File: src/rtl/lbs_pkg.sv
package lbs_pkg;

   typedef enum logic [3:0] {
      S_IDLE,
      S_RST_REL,
      S_GEN,
      S_SETTLE,
      S_CFG,
      S_TBL,
      S_PWR,
      S_PLLW,
      S_RXI,
      S_RXW,
      S_RESTORE
   } seq_state_t;

   localparam logic [3:0] GEN_1G25  = 4'h6;
   localparam logic [3:0] GEN_3G125 = 4'h8;
   localparam logic [2:0] REF_F40   = 3'd4;
   localparam logic [2:0] REF_F25   = 3'd1;

   // bit 4 = code valid, bits 3:0 = generation code
   function automatic logic [4:0] gen_lookup(input logic [1:0] spd);
      case (spd)
         2'd0:    gen_lookup = {1'b1, GEN_1G25};
         2'd1:    gen_lookup = {1'b1, GEN_3G125};
         default: gen_lookup = 5'd0;
      endcase
   endfunction

endpackage

File: src/rtl/lbs_sync.sv
module lbs_sync #(
   parameter int W      = 1,
   parameter int STAGES = 2
) (
   input  logic         clk,
   input  logic         rst_n,
   input  logic [W-1:0] d,
   output logic [W-1:0] q
);
   logic [W-1:0] chain [STAGES];

   always_ff @(posedge clk or negedge rst_n) begin
      if (!rst_n) chain[0] <= '0;
      else        chain[0] <= d;
   end

   for (genvar s = 1; s < STAGES; s++) begin : g_stage
      always_ff @(posedge clk or negedge rst_n) begin
         if (!rst_n) chain[s] <= '0;
         else        chain[s] <= chain[s-1];
      end
   end

   assign q = chain[STAGES-1];
endmodule

File: src/rtl/lbs_wait_timer.sv
module lbs_wait_timer #(
   parameter int CW = 16
) (
   input  logic          clk,
   input  logic          rst_n,
   input  logic          clr,
   input  logic [CW-1:0] limit,
   output logic          expired
);
   logic [CW-1:0] cnt_q;

   always_ff @(posedge clk or negedge rst_n) begin
      if (!rst_n)            cnt_q <= '0;
      else if (clr)          cnt_q <= '0;
      else if (cnt_q != '1)  cnt_q <= cnt_q + 1'b1;
   end

   assign expired = (cnt_q >= limit);
endmodule

File: src/rtl/lane_bringup_seq.sv
module lane_bringup_seq
   import lbs_pkg::*;
#(
   parameter int SEL_W       = 4,
   parameter int TMO_W       = 16,
   parameter int STAB_CYCLES = 16,
   parameter int SYNC_STAGES = 2
) (
   input  logic             clk,
   input  logic             rst_n,
   input  logic             start_i,
   input  logic [1:0]       speed_i,
   input  logic             ref40_i,
   input  logic             inv_tx_i,
   input  logic             inv_rx_i,
   input  logic [TMO_W-1:0] timeout_i,
   input  logic [SEL_W-1:0] sel_i,
   output logic [SEL_W-1:0] sel_o,
   input  logic             tbl_ack_i,
   input  logic             pll_rdy_tx_i,
   input  logic             pll_rdy_rx_i,
   input  logic             rx_init_done_i,
   output logic             phy_rst_o,
   output logic             tx_idle_o,
   output logic             ivref_pu_o,
   output logic             pll_pu_o,
   output logic             tx_pu_o,
   output logic             rx_pu_o,
   output logic             rx_init_o,
   output logic [3:0]       gen_tx_o,
   output logic [3:0]       gen_rx_o,
   output logic [2:0]       ref_freq_o,
   output logic             data_w10_o,
   output logic             tx_inv_o,
   output logic             rx_inv_o,
   output logic             tbl_req_o,
   output logic             done_o,
   output logic             fail_o
);
   localparam int STAB_W = $clog2(STAB_CYCLES + 1);
   localparam int CNT_W  = (TMO_W > STAB_W) ? TMO_W : STAB_W;

   if (SYNC_STAGES < 2) begin : g_bad_sync
      $error("SYNC_STAGES must be at least 2");
   end
   if (STAB_CYCLES < 1) begin : g_bad_stab
      $error("STAB_CYCLES must be at least 1");
   end

   seq_state_t       state_q;
   logic [SEL_W-1:0] saved_q;
   logic [1:0]       spd_q;
   logic             r40_q, itx_q, irx_q;
   logic             seen_low_q;

   logic [2:0]       syn;
   logic             rdy_tx_s, rdy_rx_s, rxdone_s;
   logic             waiting, expired;
   logic [CNT_W-1:0] limit;
   logic [4:0]       gen_l;

   lbs_sync #(.W(3), .STAGES(SYNC_STAGES)) u_sync (
      .clk   (clk),
      .rst_n (rst_n),
      .d     ({pll_rdy_tx_i, pll_rdy_rx_i, rx_init_done_i}),
      .q     (syn)
   );
   assign {rdy_tx_s, rdy_rx_s, rxdone_s} = syn;

   assign waiting = (state_q == S_SETTLE) || (state_q == S_TBL) ||
                    (state_q == S_PLLW)   || (state_q == S_RXW);
   assign limit   = (state_q == S_SETTLE) ? CNT_W'(STAB_CYCLES)
                                          : CNT_W'(timeout_i);

   lbs_wait_timer #(.CW(CNT_W)) u_timer (
      .clk     (clk),
      .rst_n   (rst_n),
      .clr     (!waiting),
      .limit   (limit),
      .expired (expired)
   );

   assign gen_l     = gen_lookup(spd_q);
   assign tbl_req_o = (state_q == S_TBL);

   always_ff @(posedge clk or negedge rst_n) begin
      if (!rst_n) begin
         state_q    <= S_IDLE;
         saved_q    <= '0;
         sel_o      <= '0;
         spd_q      <= '0;
         r40_q      <= 1'b0;
         itx_q      <= 1'b0;
         irx_q      <= 1'b0;
         seen_low_q <= 1'b0;
         phy_rst_o  <= 1'b0;
         tx_idle_o  <= 1'b0;
         ivref_pu_o <= 1'b0;
         pll_pu_o   <= 1'b0;
         tx_pu_o    <= 1'b0;
         rx_pu_o    <= 1'b0;
         rx_init_o  <= 1'b0;
         gen_tx_o   <= '0;
         gen_rx_o   <= '0;
         ref_freq_o <= '0;
         data_w10_o <= 1'b0;
         tx_inv_o   <= 1'b0;
         rx_inv_o   <= 1'b0;
         done_o     <= 1'b0;
         fail_o     <= 1'b0;
      end else begin
         done_o <= 1'b0;
         case (state_q)
            S_IDLE: if (start_i) begin
               saved_q    <= sel_i;
               sel_o      <= '0;
               spd_q      <= speed_i;
               r40_q      <= ref40_i;
               itx_q      <= inv_tx_i;
               irx_q      <= inv_rx_i;
               phy_rst_o  <= 1'b1;
               tx_idle_o  <= 1'b1;
               ivref_pu_o <= 1'b1;
               pll_pu_o   <= 1'b0;
               tx_pu_o    <= 1'b0;
               rx_pu_o    <= 1'b0;
               rx_init_o  <= 1'b0;
               gen_tx_o   <= '0;
               gen_rx_o   <= '0;
               ref_freq_o <= '0;
               data_w10_o <= 1'b0;
               tx_inv_o   <= 1'b0;
               rx_inv_o   <= 1'b0;
               fail_o     <= 1'b0;
               state_q    <= S_RST_REL;
            end
            S_RST_REL: begin
               phy_rst_o <= 1'b0;
               state_q   <= S_GEN;
            end
            S_GEN: begin
               if (gen_l[4]) begin
                  gen_tx_o <= gen_l[3:0];
                  gen_rx_o <= gen_l[3:0];
                  state_q  <= S_SETTLE;
               end else begin
                  fail_o   <= 1'b1;
                  state_q  <= S_RESTORE;
               end
            end
            S_SETTLE: if (expired) state_q <= S_CFG;
            S_CFG: begin
               ref_freq_o <= r40_q ? REF_F40 : REF_F25;
               data_w10_o <= 1'b1;
               tx_inv_o   <= itx_q;
               rx_inv_o   <= irx_q;
               state_q    <= r40_q ? S_TBL : S_PWR;
            end
            S_TBL: begin
               if (tbl_ack_i) begin
                  state_q <= S_PWR;
               end else if (expired) begin
                  fail_o  <= 1'b1;
                  state_q <= S_PWR;
               end
            end
            S_PWR: begin
               pll_pu_o <= 1'b1;
               tx_pu_o  <= 1'b1;
               rx_pu_o  <= 1'b1;
               state_q  <= S_PLLW;
            end
            S_PLLW: begin
               if (rdy_tx_s && rdy_rx_s) begin
                  tx_idle_o <= 1'b0;
                  state_q   <= S_RXI;
               end else if (expired) begin
                  fail_o    <= 1'b1;
                  tx_idle_o <= 1'b0;
                  state_q   <= S_RXI;
               end
            end
            S_RXI: begin
               rx_init_o  <= 1'b1;
               seen_low_q <= 1'b0;
               state_q    <= S_RXW;
            end
            S_RXW: begin
               if (!rxdone_s) seen_low_q <= 1'b1;
               if (seen_low_q && rxdone_s) begin
                  rx_init_o <= 1'b0;
                  state_q   <= S_RESTORE;
               end else if (expired) begin
                  rx_init_o <= 1'b0;
                  fail_o    <= 1'b1;
                  state_q   <= S_RESTORE;
               end
            end
            S_RESTORE: begin
               sel_o   <= saved_q;
               done_o  <= 1'b1;
               state_q <= S_IDLE;
            end
            default: state_q <= S_IDLE;
         endcase
      end
   end
endmodule

File: config.mk
export PLATFORM = sky130hd
export DESIGN_NAME = lane_bringup_seq
export DESIGN_NICKNAME = d
export VERILOG_FILES = /design/src/rtl/lbs_pkg.sv /design/src/rtl/lbs_sync.sv /design/src/rtl/lbs_wait_timer.sv /design/src/rtl/lane_bringup_seq.sv
export SDC_FILE = /design/constraint.sdc
export NUM_CORES = 1
export LEC_CHECK = 0
export BUFFER_PORTS_ARGS = -buffer_cell sky130_fd_sc_hd__buf_4
export CAP_MARGIN = 10
export CORE_ASPECT_RATIO = 0.8
export CORE_MARGIN = 2
export CORE_UTILIZATION = 40
export CTS_CLUSTER_SIZE = 20
export DETAILED_ROUTE_END_ITERATION = 8
export GPL_TIMING_DRIVEN = 0
export PLACE_DENSITY_LB_ADDON = 0.12
export SYNTH_ARGS = -nofsm -noshare
export SYNTH_HDL_FRONTEND = slang
export SYNTH_SLANG_ARGS = --single-unit
File: constraint.sdc
create_clock -name clk -period 4.3 [get_ports clk]
set_clock_uncertainty 0.15 [all_clocks]
set_input_delay 0.43 -clock clk [delete_from_list [all_inputs] [get_ports clk]]
set_output_delay 0.43 -clock clk [all_outputs]
set_load 0.005 [all_outputs]
[Word-level counts from Yosys, hierarchy flattened]
Cells that the tools add are included.
Widths: inputs -> output; s select.
Cells by class
  $add $sub $neg: 1
  multipliers: 0
  divide/modulo/power cells: 0
  order comparisons: 1
  equal/unequal tests: 24
  shift operators: 0
  multiplexer cells: 43
  bitwise operators: 0
  reduce and logical (&&, ||, !) cells: 27
Operator list (number)
  $mux 16: 3
  $mux 4: 11
  $pmux 4 s10: 1
  $add 16x1->16 const B: 1
  $eq 4x3->1 const B: 4
  $ge 16x16->1: 1
  $ne 16x16->1 const B: 1
  $ne 2x2->1 const B: 8
  $pmux 4 s2: 2
  $pmux 1 s2: 7
  $reduce_bool 2->1: 7
  $eq 4x4->1 const B: 3
  $mux 1: 12
  $reduce_and 2->1: 6
  $pmux 5 s2: 1
  $ne 3x2->1 const B: 3
  $reduce_and 3->1: 3
  $eq 4x2->1 const B: 2
  $mux 3: 2
  $pmux 3 s2: 1
  $reduce_and 6->1: 1
  $pmux 1 s5: 1
  $reduce_and 5->1: 1
  $reduce_bool 5->1: 1
  other kinds (10): 13
Storage, ports and cells
  register bits: 57
  bits in latches: 0
  bits in writable memories: 0
  bits in read-only memories: 0
  input bits: 32
  output and inout bits: 28
  logic and storage cells: 119
  memories kept: 0

[Logic depth before layout (Yosys ltp)]
Gate-level depths: netlist (run 1).
  word-level depth: 6
  mapped depth: 11
  depth with buffers taken out: 9

[Modules after synthesis]
Synthesis (run 1) repeated with hierarchy kept, for this count alone.
Second synthesis, totals
  cell total of the unflattened synthesis: 337
  area total of the unflattened synthesis: 3236.9 sq um
Modules (own cells, without submodules)
  lane_bringup_seq: times used 1, cells each 182, area an instance 1801.7 sq um, sequential area each 800.8 sq um
  lbs_wait_timer: times used 1, cells each 146, area an instance 1262.5 sq um, sequential area each 400.4 sq um
  lbs_sync: times used 1, cells each 9, area an instance 172.7 sq um, sequential area each 150.1 sq um

[Least setup slack after synthesis (run 1)]
Ideal clock, no wire load.
  path type: flip-flop to flip-flop
  start point: reg state_q[0]
  end point: reg state_q[1]
  setup time: 125 ps
  arrival: 2635 ps
  data required time: 4025 ps
  slack: 1391 ps
  cell stages (with the launch flop): 12
  buffers on the path: 3
  period minus slack after synthesis: 2909 ps
  cell sequence: dfrtp_1 buf_6 clkbuf_1 nand3_1 clkbuf_1 nand2_1 ha_1 nand4_1 nor3_1 nor4b_1 a211o_1 mux2_2
Between the ends
  longest elaborated chain between the ends: 5
  elaborated cells between the ends (all ways): 19
  those cells by class: 1 x order compare; 14 x eq/ne; 2 x mux; 2 x reduce/logical
RTL lines
  from (decl): RTL line lane_bringup_seq.sv:50  | seq_state_t state_q;
  from (signal assigned): RTL line lane_bringup_seq.sv:157  | state_q <= r40_q ? S_TBL : S_PWR;
  $eq 4x2->1: RTL line lane_bringup_seq.sv:72, lane_bringup_seq.sv:113
  $mux 16: RTL line lane_bringup_seq.sv:72  | assign limit = (state_q == S_SETTLE) ? CNT_W'(STAB_CYCLES)
  $ge 16x16->1: RTL line lbs_wait_timer.sv:18  | assign expired = (cnt_q >= limit);
  $ne 3x2->1 (no line) or $ne 2x2->1 (tied branches)
  $reduce_and 5->1 (no line)
Several ways; a longest one is shown, not always the timed one.
A chain may end at the register's enable or synchronous reset.

[Final worst setup path (run 1)]
  start point: reg state_q[1]
  end point: reg state_q[1]
Same word-level chain as after synthesis.

==> impl_metrics.py, run 1 <==
metrics = {
    "setup_path": {
        "path_max_fanout": 10,
        "worst_setup_path_end_kind": "register",
        "cpMostUsedCell": "clkbuf_1",
        "cp_slowest_cell": "clkbuf_1",
        "critPathMaxStageDelay_ns": 0.41,
        "arrival_ns": 3.70,
        "critPathLaunchType": "register",
        "path_buf_inv": 3,
        "critPathRequiredTime_ns": 4.35,
        "worstSetupPathType": "reg2reg",
        "path_delay_family": "simple AND/OR/NAND/NOR gates",
        "cp_cell_sequence": "buf_2 > clkbuf_1 > nand3_1 > clkbuf_1 > nand2_1 > ha_1 > nand4_1 > nor3_1 > nor4b_1 > a211o_1 > mux2_2",
    },
    "cts": {
        "cts_buffers": 5,
        "clk_pin_slew_ns": 0.09,
        "cts-hold-fix-buffers": 0,
        "clk_path_buf_depth": 2,
        "root_buffer": "clkbuf_8",
        "numClockSinks": 54,
        "ctsResizeCount": 0,
        "cts-htree-levels": 2,
        "clk_latency_ns": 0.32,
        "cts_setup_buffers": 0,
        "cts_tree": "yes",
    },
    "power_and_ir_drop": {
        "internal_power_uw": 1185,
        "power.share.clock": 0.164,
        "vdd_drop_max_mv": 0.2520,
        "power_density_nw_per_um2": 510.2,
        "power_uw": 1895,
        "p_leak_uw": 0.001781,
        "seq_power_share": 0.370,
        "swShare": 0.3746,
        "switching_power_uw": 709.6,
        "combPwrFrac": 0.466,
    },
    "synth": {
        "synth_top_cell_by_area": "dfrtp_1",
        "syn_area_sq_um": 3055,
        "synth_common_cells": "54 x dfrtp_1, 53 x nand2_1, 23 x nor2_1, 18 x nand3_1",
        "yosysTopAreaCellShare": 0.4423,
        "synth_edf_count": 0,
        "ys.flop_type": "dfrtp_1",
        "synth_warnings": 0,
        "syn_area_per_cell_sq_um": 9.460,
        "synthTopCellsByArea": "dfrtp_1 44%, ha_1 7.0%, nand2_1 6.5%",
        "ys_ff_latch": 54,
        "syn_inst": 323,
        "seq_area_frac_synth": 0.4423,
        "synth-async-reset-ratio": 1.000,
        "ys_types": 51,
        "yosysMostFrequentCell": "dfrtp_1",
    },
    "drt": {
        "vias": 2508,
        "post_drt_wl_per_cell_um": 13.99,
        "routed_wl_um": 6909,
        "via_per_inst": 5.077,
        "drtIter0Drc": 108,
        "drt.antenna.violating_nets": 0,
        "firstDrtPassIters": 4,
        "post-route-drc-count": 0,
    },
    "sta": {
        "fmax_mhz": 273.3,
        "tightest_slew_ns": 0.7027,
        "finalSetupViolCount": 0,
        "fin_crit_sh": 0.8509,
        "min_period_ns": 3.659,
        "hold_violations": 7,
        "finalSetupTns_ns": 0,
        "slew_headroom": 0.5316,
        "hold-worst-slack_ns": -0.009313,
        "rsz0062_at_grt": "no",
        "drv_slew": 0,
    },
    "die": {
        "rows": 28,
        "dieArea_sq_um": 8358,
        "die_width_um": 101.7,
        "die_y_um": 82.17,
        "coreArea_sq_um": 7392,
        "initial_core_util": 0.4133,
        "top_level_ports": 60,
    },
    "run": {
        "cap_violations": 0,
    },
    "global_route": {
        "grt_pass1_vias": 2290,
        "grt_max_degree": 55,
        "grt_first_pass_wirelength_um": 11320,
        "grt_overflow_total": 0,
        "antenna_found_initial": 0,
        "grt.total_usage": 0.1743,
    },
    "finish": {
        "area_growth_pct": 21.54,
        "multiInputGateArea_sq_um": 1550,
        "drive_above_1_share": 0.2468,
        "fillCellCount": 721,
        "nets": 437,
        "register_area_sq_um": 1351,
        "layout.cells.non_filler": 494,
        "antennaDiodeCount": 0,
        "post-route-util": 0.5024,
    },
    "run_status": {
        "failed_checks": "hold timing",
        "outcome": "finished with violations",
    },
    "place": {
        "io_buffers": 56,
        "hpwl_um": 5148,
        "dp.cells": 486,
        "routabilityCongestion": 0.9071,
    },
    "worst_hold_path": {
        "min_path_type": "in2async",
    },
}
-- cells by family after synthesis --
logic type,count (synthesis),share of synthesized area
other cells,1,0.001227
simple gates,146,0.2346
xor+xnor,10,0.02867
flops,54,0.4423
mux,13,0.05528
fa+ha+maj,17,0.06961
buf+inv,27,0.05282
compound gates,55,0.1155
-- worst paths after layout --
kind / start / endpoint / slack (ns) / cells after the start
setup / recovery: state_q[1]$_DFFE_PN0P_ / state_q[1]$_DFFE_PN0P_ / 0.64 / 11
hold / removal: rst_n / phy_rst_o$_DFFE_PN0P_ / -0.009 / 1
setup reg to reg: state_q[1]$_DFFE_PN0P_ / state_q[1]$_DFFE_PN0P_ / 0.64 / 11
hold reg to reg: u_sync.chain[3]$_DFF_PN0_ / u_sync.q[0]$_DFF_PN0_ / 0.21 / 0
max in group asynchronous: rst_n / u_timer.cnt_q[12]$_DFFE_PN0P_ / 3.52 / 1
min in group clk: rx_init_done_i / u_sync.chain[3]$_DFF_PN0_ / 0.06 / 1
-- registers in the layout (all words and copies together) (netlist names), 3 cells and up --
register and flops:
sel_o 4, u_sync.q 3, u_timer.cnt_q 16, saved_q 4
state_q 4, u_sync.chain 3
-- through the flow --
stage               instance area (sq um)  setup slack [ns]
floorplan                            3063             1.391
detailed placement                   3615            0.6700
finish                               3714            0.6413
CTS                                  3714            0.6250
global route                         3714            0.2879
global placement                     3615            0.6117
-- layout make-up --
cell class | instances | share of cell area
multi-input cells | 244 | 0.4175
flip-flops and latches | 54 | 0.3639
repair buffers | 56 | 0.1132
plain buffers | 23 | 0.03942
well taps | 105 | 0.03538
clock buffers | 6 | 0.02224
clock inverters | 2 | 0.004380
inverters | 4 | 0.004043
-- placed cells by master (no fill, tap or decap), types with 3 or more instances in the layout --
master     n
buf_4     67
dfrtp_1   54
nand2_1   53
nor2_1    23
nand3_1   18
a21oi_1   17
ha_1      17
o21ai_0   16
nor3_1    13
and3_1     8
clkbuf_1   7
mux2_4     7
xnor2_1    7
nor2b_1    6
clkbuf_8   6
inv_1      4
nand2b_1   4
nand4_1    4
buf_2      3
o21ai_1    3
mux2i_1    3
mux2_2     3
xor2_1     3
conb_1     3
-- metal layers --
layer	GRT usage	part of all wire	wire, um
met1	0.2753	0.53	3680
met2	0.2401	0.42	2875
met3	0.03199	0.043	296
met4	0.04865	0.0081	56
met5	0	0	0
-- power groups by stage --
stage	Clock [uW]	Sequential, uW	Combinational, uW
2_1_floorplan	0	689	641
4_1_cts	319	700	890
3_5_place_dp	0	710	886
5_1_grt	341	717	990
6_report	311	701	883
3_3_place_gp	0	704	881
(Power assumes the default switching activity.)
==> run 2: changes to the inputs <==
CELL_PAD_IN_SITES_DETAIL_PLACEMENT = 1   (was default)
CELL_PAD_IN_SITES_GLOBAL_PLACEMENT = 1   (was default)
HOLD_SLACK_MARGIN = 0.02   (was default)
==> impl_metrics.py, run 2 (synthesis results as in run 1) <==
metrics = {
    "run_status": {
        "outcome": "finished, final reports clean",
    },
    "finish": {
        "antennaDiodeCount": 0,
        "area_growth_pct": 21.87,
        "top_register": "u_timer.cnt_q",
        "layout_commonest_cell": "buf_4",
        "layout_common_cells": "67 x buf_4, 54 x dfrtp_1, 53 x nand2_1, 23 x nor2_1, 18 x nand3_1",
        "largest_register_ffs": 16,
        "fillCellCount": 903,
        "nets": 438,
        "drive_above_1_share": 0.2462,
    },
    "setup_path": {
        "worstSetupPathType": "reg2reg",
        "worst_setup_path_end_kind": "register",
        "arrival_ns": 3.85,
        "critPathRequiredTime_ns": 4.36,
        "rr_worst_depth": 11,
        "critPathLaunchType": "register",
        "path_max_fanout": 10,
    },
    "worst_hold_path": {
        "min_path_cells": 1,
        "min_path_type": "in2reg",
    },
    "global_route": {
        "grt_first_pass_wirelength_um": 12860,
        "grt_max_degree": 55,
        "grt.total_usage": 0.2011,
        "antenna_found_initial": 0,
        "grt_overflow_total": 0,
        "grt_pass1_vias": 2514,
    },
    "cts": {
        "clk_pin_slew_ns": 0.10,
        "root_buffer": "clkbuf_8",
        "cts_tree": "yes",
        "ctsResizeCount": 0,
        "cts-hold-fix-buffers": 1,
        "clk_path_buf_depth": 2,
        "cts_buffers": 5,
        "numClockSinks": 54,
        "clk_latency_ns": 0.31,
        "cts_setup_buffers": 0,
        "cts-htree-levels": 2,
    },
    "place": {
        "hpwl_um": 5973,
        "io_buffers": 56,
        "routabilityCongestion": 0.9186,
    },
    "die": {
        "rows": 28,
        "initial_core_util": 0.4133,
        "die_width_um": 101.7,
        "die_y_um": 82.17,
        "dieArea_sq_um": 8358,
        "coreArea_sq_um": 7392,
        "top_level_ports": 60,
    },
    "sta": {
        "hold-worst-slack_ns": 0.06685,
        "tightest_slew_ns": 0.7016,
        "min_period_ns": 3.795,
        "rsz0062_at_grt": "no",
        "drv_slew": 0,
        "fmax_mhz": 263.5,
        "finalSetupTns_ns": 0,
        "finalSetupViolCount": 0,
        "hold_violations": 0,
        "fin_crit_sh": 0.8826,
        "slew_headroom": 0.5322,
    },
    "power_and_ir_drop": {
        "power_density_nw_per_um2": 514.3,
        "p_leak_uw": 0.001786,
        "vdd_drop_max_mv": 0.2667,
        "power_uw": 1915,
    },
    "drt": {
        "firstDrtPassIters": 4,
        "drtIter0Drc": 126,
        "post_drt_wl_per_cell_um": 15.76,
        "via_per_inst": 5.160,
        "post-route-drc-count": 0,
        "routed_wl_um": 7800,
        "vias": 2554,
        "drt.antenna.violating_nets": 0,
    },
    "run": {
        "cap_violations": 0,
    },
}
==> run 2: cell types whose count changed in the layout (fill, tap and decap cells not counted) <==
cell,delta
dlygate4sd3_1,+1
==> run 2: worst paths after layout <==
check / from / end / slack (ns)
setup / recovery: state_q[1]$_DFFE_PN0P_ / state_q[1]$_DFFE_PN0P_ / 0.50
hold / removal: rx_init_done_i / u_sync.chain[3]$_DFF_PN0_ / 0.07
setup reg to reg: state_q[1]$_DFFE_PN0P_ / state_q[1]$_DFFE_PN0P_ / 0.50
hold reg to reg: u_sync.chain[3]$_DFF_PN0_ / u_sync.q[0]$_DFF_PN0_ / 0.21
max in group asynchronous: rst_n / state_q[3]$_DFFE_PN0P_ / 2.99
min in group asynchronous: rst_n / u_timer.cnt_q[6]$_DFFE_PN0P_ / 0.55
==> run 2: worst max-delay path, stage by stage (launching register included) <==
cell,delay [ns]
dfrtp_1,0.38
buf_2,0.17
clkbuf_1,0.27
nand3_1,0.30
clkbuf_1,0.43
nand2_1,0.11
ha_1,0.33
nand4_1,0.12
nor3_1,0.39
nor4b_1,0.30
a211o_1,0.36
mux2_2,0.38
==> run 2: cell type report <==
type | instances | area [sq um] | share of cell area
plain buffers | 23 | 146.4 | 0.03931
clock buffers | 6 | 82.58 | 0.02218
clock inverters | 2 | 16.27 | 0.004368
inverters | 4 | 15.01 | 0.004032
multi-input cells | 244 | 1550 | 0.4163
flip-flops and latches | 54 | 1351 | 0.3629
well taps | 105 | 131.4 | 0.03528
repair buffers | 57 | 430.4 | 0.1156
==> run 2: metal layers <==
metal,global-route usage,share of wire
met3,0.04293,0.047
met5,0,0
met2,0.2941,0.42
met1,0.3095,0.53
met4,0.03243,0.0044
==> run 2: per-stage QoR <==
| step | setup WS, ns | utilization | std cells | instance area, sq um |
|---|---|---|---|---|
| after floorplan | 1.391 | - | 325 | 3063 |
| after global placement | 0.5885 | 0.4890 | 486 | 3615 |
| after detailed placement | 0.5432 | 0.4890 | 486 | 3615 |
| after CTS | 0.4910 | 0.5037 | 495 | 3724 |
| after global routing | 0.07923 | 0.5037 | 495 | 3724 |
| final | 0.5049 | 0.5037 | 495 | 3724 |
==> run 2: power breakdown <==
group	total, uW	switching (uW)	leakage (uW)	internal [uW]
registers	700	80.7	0.000691	619
clock network	309	176	0.0000478	133
logic	907	473	0.00105	433
